--- src/rtl/daisy_adc_reader.sv ---
module daisy_adc_reader #(
  parameter int NDEV        = 2,
  parameter int WORD_W      = 16,
  parameter int SYNC_EN     = 0,
  parameter int RISE_SAMPLE = 0,
  parameter int CONV_LOW    = 2,
  parameter int HIGH_CYC    = 2,
  parameter int LOW_CYC     = 2,
  parameter int TIMEOUT_CYC = 4096
) (
  input  logic                   clk,
  input  logic                   rst_n,
  input  logic                   start,
  input  logic                   busy,
  input  logic                   sdata,
  output logic                   cs_n,
  output logic                   rc_n,
  output logic                   dclk,
  output logic [NDEV*WORD_W-1:0] result,
  output logic                   valid,
  output logic                   frame_err,
  output logic                   timeout_err
);
  localparam int FRAME_W = NDEV*WORD_W + NDEV - 1;
  localparam int SKIP    = SYNC_EN + RISE_SAMPLE;
  localparam int PULSES  = FRAME_W + SKIP;
  localparam int PW      = $clog2(PULSES + 1);
  localparam int TW      = $clog2(TIMEOUT_CYC + 1);
  localparam int MAXPH   = (CONV_LOW > HIGH_CYC) ? ((CONV_LOW > LOW_CYC) ? CONV_LOW : LOW_CYC)
                                                 : ((HIGH_CYC > LOW_CYC) ? HIGH_CYC : LOW_CYC);
  localparam int PHW     = $clog2(MAXPH + 1);

  typedef enum logic [2:0] {S_IDLE, S_CONV, S_WAIT, S_READ, S_DONE} state_t;

  state_t                 st;
  logic [PHW-1:0]         tmr;
  logic [TW-1:0]          tcnt;
  logic [PW-1:0]          pcnt;
  logic [1:0]             ecnt;
  logic                   seen_low;
  logic [FRAME_W-1:0]     frame;
  logic [NDEV*WORD_W-1:0] words;
  logic [NDEV-1:0]        nulls;
  logic                   sev;

  assign cs_n = 1'b0;

  generate
    if (RISE_SAMPLE != 0) begin : g_rise
      assign sev = (st == S_READ) && !dclk && (tmr == PHW'(LOW_CYC - 1));
    end else begin : g_fall
      assign sev = (st == S_READ) && dclk && (tmr == PHW'(HIGH_CYC - 1));
    end
  endgenerate

  for (genvar d = 0; d < NDEV; d++) begin : g_word
    assign words[d*WORD_W +: WORD_W] = frame[FRAME_W-1-d*(WORD_W+1) -: WORD_W];
    if (d < NDEV - 1) begin : g_null
      assign nulls[d] = frame[FRAME_W-1-d*(WORD_W+1)-WORD_W];
    end else begin : g_last
      assign nulls[d] = 1'b0;
    end
  end

  always_ff @(posedge clk or negedge rst_n) begin
    if (!rst_n) begin
      st          <= S_IDLE;
      tmr         <= '0;
      tcnt        <= '0;
      pcnt        <= '0;
      ecnt        <= '0;
      seen_low    <= 1'b0;
      frame       <= '0;
      rc_n        <= 1'b1;
      dclk        <= 1'b0;
      result      <= '0;
      valid       <= 1'b0;
      frame_err   <= 1'b0;
      timeout_err <= 1'b0;
    end else begin
      valid       <= 1'b0;
      frame_err   <= 1'b0;
      timeout_err <= 1'b0;
      case (st)
        S_IDLE: if (start) begin
          st   <= S_CONV;
          rc_n <= 1'b0;
          tmr  <= '0;
        end
        S_CONV: if (tmr == PHW'(CONV_LOW - 1)) begin
          rc_n     <= 1'b1;
          st       <= S_WAIT;
          tcnt     <= '0;
          seen_low <= 1'b0;
        end else begin
          tmr <= tmr + 1'b1;
        end
        S_WAIT: begin
          tcnt <= tcnt + 1'b1;
          if (!busy) seen_low <= 1'b1;
          if (seen_low && busy) begin
            st   <= S_READ;
            tmr  <= '0;
            pcnt <= '0;
            ecnt <= '0;
            dclk <= 1'b0;
          end else if (tcnt == TW'(TIMEOUT_CYC - 1)) begin
            timeout_err <= 1'b1;
            st          <= S_IDLE;
          end
        end
        S_READ: begin
          if (dclk) begin
            if (tmr == PHW'(HIGH_CYC - 1)) begin
              dclk <= 1'b0;
              tmr  <= '0;
              if (pcnt == PW'(PULSES)) st <= S_DONE;
            end else begin
              tmr <= tmr + 1'b1;
            end
          end else begin
            if (tmr == PHW'(LOW_CYC - 1)) begin
              dclk <= 1'b1;
              tmr  <= '0;
              pcnt <= pcnt + 1'b1;
            end else begin
              tmr <= tmr + 1'b1;
            end
          end
          if (sev) begin
            if (ecnt != 2'(SKIP)) ecnt <= ecnt + 1'b1;
            else                  frame <= {frame[FRAME_W-2:0], sdata};
          end
        end
        S_DONE: begin
          valid     <= 1'b1;
          result    <= words;
          frame_err <= |nulls;
          st        <= S_IDLE;
        end
        default: st <= S_IDLE;
      endcase
    end
  end

  generate
    if (CONV_LOW > 1) begin : g_conv_chk
      assert_conv_hold_R1: assert property (@(posedge clk) disable iff (!rst_n)
        $fell(rc_n) |=> !rc_n);
    end
  endgenerate

  assert_quiet_clock_R3: assert property (@(posedge clk) disable iff (!rst_n)
    !rc_n |-> !dclk);

  assert_clock_after_busy_R2: assert property (@(posedge clk) disable iff (!rst_n)
    $rose(dclk) |-> busy);

  assert_single_strobe_R10: assert property (@(posedge clk) disable iff (!rst_n)
    valid |=> !valid);

  assert_timeout_alone_R7: assert property (@(posedge clk) disable iff (!rst_n)
    timeout_err |-> (!valid && !dclk));

  assert_flag_with_strobe_R6: assert property (@(posedge clk) disable iff (!rst_n)
    frame_err |-> valid);

  assert_no_restart_R8: assert property (@(posedge clk) disable iff (!rst_n)
    dclk |=> rc_n);
endmodule

--- config.mk ---
export PLATFORM = sky130hd
export DESIGN_NAME = daisy_adc_reader
export DESIGN_NICKNAME = d
export VERILOG_FILES = /design/src/rtl/daisy_adc_reader.sv
export SDC_FILE = /design/constraint.sdc
export NUM_CORES = 1
export LEC_CHECK = 0
export BUFFER_PORTS_ARGS = -buffer_cell sky130_fd_sc_hd__buf_4
export CORE_MARGIN = 2
export CORE_UTILIZATION = 40
export CTS_CLUSTER_DIAMETER = 40
export DETAILED_ROUTE_END_ITERATION = 12
export GPL_TIMING_DRIVEN = 0
export PLACE_DENSITY = 0.57
export SYNTH_ARGS = -nofsm -noshare
export SYNTH_HDL_FRONTEND = slang
export SYNTH_SLANG_ARGS = --single-unit
export TNS_END_PERCENT = 5
--- constraint.sdc ---
create_clock -name clk -period 1.71 [get_ports clk]
set_input_delay 0.4275 -clock clk [delete_from_list [all_inputs] [get_ports clk]]
set_output_delay 0.4275 -clock clk [all_outputs]
set_load 0.02 [all_outputs]
==> qor.yml, run 1 <==
cts:
  htreeDepth: 3
  path_clk_slew_ns: 0.10
  cts_made_buffers: 9
  cts.sinks: 97
  cts-hold-fix-buffers: 0
  cts_tree: "yes"
  insertion_delay_ns: 0.35
  clockBufferDepth: 2
  cts_root_buffer: "clkbuf_8"
power:
  power_density_nw_per_um2: 1160
  power_uw: 5780
  ir_drop_uv: 416
  p_leak_uw: 0.00247
timing:
  hold_viol: 0
  max_freq_mhz: 595
  period_share: 0.982
  period_minus_slack_ns: 1.68
  finalSetupViolCount: 0
  rsz0062_at_grt: "yes"
  worst_slew_pin_slew_ns: 1.20
  worst_hold_slack_ns: 0.279
  setup_slack_ns: 0.0307
  slew_headroom: 0.197
  worst_clock_skew_ns: 0.00827
  slew_violations: 0
global_routing:
  antenna_found_initial: 0
  grt.total_usage: 0.142
  grt.overflow.total: 0
  grt_pass1_wl_um: 12900
  grt_start_max_net_pins: 98
  grt_pass1_vias: 2680
cells_and_area:
  layout_common_cells: "dfrtp_1, mux2_2, buf_4"
  drive_above_1_share: 0.409
  final_cell_area_um2: 4970
  filler_cell_count: 928
  antenna_cells: 0
  area_delta_synth_final_pct: 19.7
  fin_cells: 515
  num-nets-final: 385
  final_common_cell: "dfrtp_1"
placement:
  place_area_um2: 4640
  io_buffers: 41
  gp_congestion: 0.808
  dp_hpwl_um: 4850
  place_ws_ns: -0.413
  placed_cells: 497
routing:
  finalWirelength_um: 7340
  ant_nets: 0
  drt-initial-drc-count: 105
  vias: 2634
  drc: 0
  wl_per_cell_um: 14.3
  firstDrtPassIters: 4
  viasPerCell: 5.11
die:
  rows: 37
  die_area_um2: 11200
  io_pins: 43
  die_x_um: 106
  start_util: 0.408
  coreArea_um2: 10200
  die_y_um: 106
critical_path:
  worstPathArrival_ns: 1.92
  crit_type: "reg -> reg"
  startpoint_type: "flip-flop"
  worstSetupEndpointType: "flip-flop"
  reg2reg_from: "st[0]$_DFFE_PN0P_"
  crit_required_ns: 1.95
  critPathLaunch: "st[0]$_DFFE_PN0P_"
  path_max_fanout: 10
logic_synthesis:
  synthDistinctLibCells: 47
  synthesis.area_um2: 4160
  ys.flop_type: "dfrtp_1"
  yosysWarnings: 0
  synth_edf_count: 0
  syn-num-nets: 331
  synth_cells: 320
  async_flop_share: 1.00
  synth_seq_cells: 97
  synth.avg_cell_area_um2: 13.0
  yosysSeqAreaShare: 0.584
min_path:
  holdCritPathClass: "in -> reg"
  min_from: "busy"
status:
  status: "finished, final reports clean"
flow_run:
  maxCapViolCount: 0
[per-layer routing]
layer | part of all wire | vias up | GRT usage
met5 | 0 | - | 0
met1 | 0.46 | 1333 | 0.189
met3 | 0.040 | 9 | 0.0331
met4 | 0.012 | 0 | 0.0508
met2 | 0.48 | 41 | 0.228
li1 | - | 1251 | -
[cells in the mapped netlist, types with 2 or more instances]
cell	n	share of area
nor3b_2	2	0.0060
dfrtp_1	96	0.58
nand3_1	7	0.0084
buf_4	2	0.0036
nor2b_1	2	0.0030
o21ai_0	10	0.012
and2_1	4	0.0060
nor4_1	3	0.0045
o211ai_1	3	0.0054
nor4_4	2	0.010
nand2_1	26	0.023
mux2i_1	6	0.014
nor4b_1	2	0.0042
mux2_2	67	0.18
a31oi_1	3	0.0045
ha_1	6	0.018
nor3_1	5	0.0060
nand2b_1	3	0.0045
clkbuf_1	4	0.0036
nand3b_1	2	0.0036
nor2_1	13	0.012
o2bb2ai_1	2	0.0042
buf_2	9	0.011
nand4_1	2	0.0030
xnor2_1	4	0.0084
o31ai_1	2	0.0036
a21oi_1	7	0.0084
inv_1	7	0.0063
[cells by family after synthesis]
group,synth area share
compound gates,0.0560
xor+xnor,0.00843
fa+ha+maj,0.0181
buf+inv,0.0271
flops,0.584
mux,0.196
other cells,0.000902
simple gates,0.109
[final cells by class]
type,count,area (um2),share of cell area
Sequential cell,97,2430,0.489
Clock inverter,6,73.8,0.0148
Inverter,7,26.3,0.00528
Tap cell,136,170,0.0342
Buffer,15,115,0.0231
Multi-Input combinational cell,200,1700,0.342
Clock buffer,10,128,0.0257
Timing Repair Buffer,44,330,0.0664
[flip-flops by register name, indices dropped and copies added, names as in the netlist, 2 cells and up]
name and cells:
ecnt 2, frame 33, pcnt 6, result 32
st 3, tcnt 13, tmr 2
[final timing paths]
path,endpoint,slack (ns),cells past startpoint
worst max-delay path,result[6]$_DFFE_PN0P_,0.03,4
min in group asynchronous,tcnt[3]$_DFFE_PN0P_,0.32,1
max in group asynchronous,st[0]$_DFFE_PN0P_,0.58,1
worst min-delay path,seen_low$_DFFE_PN0P_,0.28,2
worst max register to register,result[6]$_DFFE_PN0P_,0.03,4
worst min register to register,tcnt[11]$_DFFE_PN0P_,0.47,1
[worst max-delay path, stage by stage, from the launching register on]
cell	delay, ns
dfrtp_2	0.46
buf_4	0.19
nor3b_4	0.31
buf_4	0.26
mux2_2	0.35
[stage by stage]
| step | TNS, ns | utilization |
|---|---|---|
| after floorplan | 0 | - |
| after global placement | -23.54 | 0.456 |
| after detailed placement | -25.96 | 0.456 |
| after CTS | -0.586 | 0.485 |
| after global routing | -1.10 | 0.488 |
| final | 0 | 0.488 |
[power breakdown]
group / switching, uW / total, uW / internal (uW)
Combinational: 899 / 1580 / 683
Clock: 817 / 1510 / 698
Sequential: 176 / 2680 / 2500
[repair_timing]
action | 4_1_cts | 5_1_grt
setup endpoints to repair | 91 | 72
buffers inserted | 3 | 0
pin swaps | 4 | 2
gates resized for setup | 19 | 10
gates cloned | 0 | 0
Power figures use the tool's default switching activity.
==> run 2: changes to the inputs <==
Settings changed: RECOVER_POWER set to 25.
==> run 2 against run 1 <==
Compared with the run above: fmax unchanged; routed wire length about the same; worst setup slack unchanged; non-clock buffer count did not move; global-route usage unchanged; clock skew unchanged; sequential share of layout area unchanged; critical path depth unchanged; combinational power barely moved.
==> qor.yml, run 2 (synthesized netlist as in run 1, its figures left out) <==
critical_path:
  worstSetupEndpointType: "flip-flop"  # unchanged
  critPathLaunch: "st[0]$_DFFE_PN0P_"  # unchanged
  cp_slowest_cell: "dfrtp_2"  # unchanged
  reg2reg_slack_ns: 0.03  # about the same
  crit_required_ns: 1.95  # about the same
  reg2reg_from: "st[0]$_DFFE_PN0P_"  # unchanged
  cp_common_cell: "buf_4"  # unchanged
  worstPathArrival_ns: 1.92  # about the same
  startpoint_type: "flip-flop"  # unchanged
  crit_chain: "buf_4 > nor3b_4 > buf_4 > mux2_2"  # unchanged
  crit_type: "reg -> reg"  # unchanged
  path_max_fanout: 10  # unchanged
  max_stage_delay_ns: 0.46  # about the same
timing:
  rsz0062_at_grt: "yes"  # unchanged
  finalSetupViolCount: 0  # unchanged
  slew_violations: 0  # unchanged
  period_share: 0.982  # unchanged
  period_minus_slack_ns: 1.68  # unchanged
  max_freq_mhz: 595  # unchanged
  slew_headroom: 0.126  # was 0.197
  totalNegativeSetupSlack_ns: 0  # unchanged
  hold_viol: 0  # unchanged
  worst_clock_skew_ns: 0.00827  # unchanged
  worst_slew_pin_slew_ns: 1.31  # was 1.20 ns
status:
  status: "finished, final reports clean"  # unchanged
routing:
  finalWirelength_um: 7340  # about the same
  drt-initial-drc-count: 105  # unchanged
  wl_per_cell_um: 14.3  # about the same
  route.met3.wl_um: 294  # unchanged
  met2_length_um: 3550  # about the same
  drc: 0  # unchanged
  top_layer: "met4"  # unchanged
  viasPerCell: 5.11  # unchanged
  firstDrtPassIters: 4  # unchanged
  ant_nets: 0  # unchanged
  met1Wirelength_um: 3400  # unchanged
  vias: 2634  # unchanged
cells_and_area:
  fin_cells: 515  # unchanged
  reg_top3: "frame (33), result (32), tcnt (13)"  # unchanged
  layout_common_cells: "dfrtp_1, mux2_2, buf_4"  # unchanged
  drive_above_1_share: 0.409  # unchanged
  antenna_cells: 0  # unchanged
  final_common_cell: "dfrtp_1"  # unchanged
  num-nets-final: 385  # unchanged
  multi_input_area_um2: 1700  # unchanged
  largest_reg_flops: 33  # unchanged
  filler_cell_count: 928  # unchanged
  top_register: "frame"  # unchanged
  regArea_um2: 2430  # unchanged
  area_delta_synth_final_pct: 19.7  # unchanged
die:
  die_area_um2: 11200  # unchanged
  coreArea_um2: 10200  # unchanged
  start_util: 0.408  # unchanged
  io_pins: 43  # unchanged
  die_y_um: 106  # unchanged
  rows: 37  # unchanged
  die_x_um: 106  # unchanged
cts:
  cts_tree: "yes"  # unchanged
  cts_made_buffers: 9  # unchanged
  clockBufferDepth: 2  # unchanged
  htreeDepth: 3  # unchanged
  cts.sinks: 97  # unchanged
  cts_root_buffer: "clkbuf_8"  # unchanged
  insertion_delay_ns: 0.35  # about the same
  path_clk_slew_ns: 0.10  # about the same
placement:
  io_buffers: 41  # unchanged
  dp_hpwl_um: 4850  # unchanged
  gp_congestion: 0.808  # unchanged
  placed_cells: 497  # unchanged
global_routing:
  grt_pass1_vias: 2680  # unchanged
  grt.overflow.total: 0  # unchanged
  grt_start_max_net_pins: 98  # unchanged
  grt_pass1_wl_um: 12900  # unchanged
  antenna_found_initial: 0  # unchanged
  grt.total_usage: 0.142  # unchanged
power:
  p_leak_uw: 0.00247  # about the same
  power_density_nw_per_um2: 1160  # about the same
  ir_drop_uv: 416  # about the same
  power_uw: 5780  # about the same
flow_run:
  maxCapViolCount: 0  # unchanged
min_path:
  min_from: "busy"  # unchanged
  holdCritPathClass: "in -> reg"  # unchanged
run 2: changes by cell type in the layout (fill, tap and decap cells not counted):
cell,before,now
buf_4,52,51
clkbuf_4,1,2
run 2: repair_timing:
action                     in CTS  in global routing
resized for setup              19                 10
hold buffers                    0                  0
setup buffers                   3                  0
setup endpoints to repair      91                 72
pin swaps                       4                  2
run 2: power breakdown:
group / leakage (uW) / internal, uW / switching, uW
combinational: 0.00104 / 683 / 899
clock: 0.0000954 / 698 / 817
sequential: 0.00133 / 2500 / 176
total: 0.00247 / 3890 / 1890
run 2: cell type report:
class,count,share of cell area
Sequential cell,97,0.489
Multi-Input combinational cell,200,0.342
Timing Repair Buffer,44,0.0664
Tap cell,136,0.0342
Clock buffer,10,0.0257
Buffer,15,0.0231
Clock inverter,6,0.0148
Inverter,7,0.00528
run 2: stage by stage:
step	cell area, um2	hold slack (ns)	utilization	setup slack, ns
floorplan	4160	0.132	-	0.000996
global placement	4640	0.457	0.456	-0.366
detailed placement	4640	0.465	0.456	-0.413
CTS	4940	0.273	0.485	-0.0411
global route	4970	0.281	0.488	-0.0814
finish	4970	0.279	0.488	0.0307
run 2: per-layer routing:
layer	GRT usage	vias up
li1	-	1251
met1	0.189	1333
met2	0.228	41
met3	0.0331	9
met4	0.0508	0
met5	0	-
run 2: final timing paths:
path / end / depth (start not counted)
max: result[6]$_DFFE_PN0P_ / 4
min: seen_low$_DFFE_PN0P_ / 2
max reg2reg: result[6]$_DFFE_PN0P_ / 4
min reg2reg: tcnt[11]$_DFFE_PN0P_ / 1
max in group asynchronous: st[0]$_DFFE_PN0P_ / 1
min in group asynchronous: tcnt[3]$_DFFE_PN0P_ / 1
run 2: critical path, delay by kind of cell (launching register included):
family / cells / cell delay, ns
muxes: 1 / 0.35
DFF: 1 / 0.46
buffers and inverters: 2 / 0.45
and+or+nand+nor: 1 / 0.31
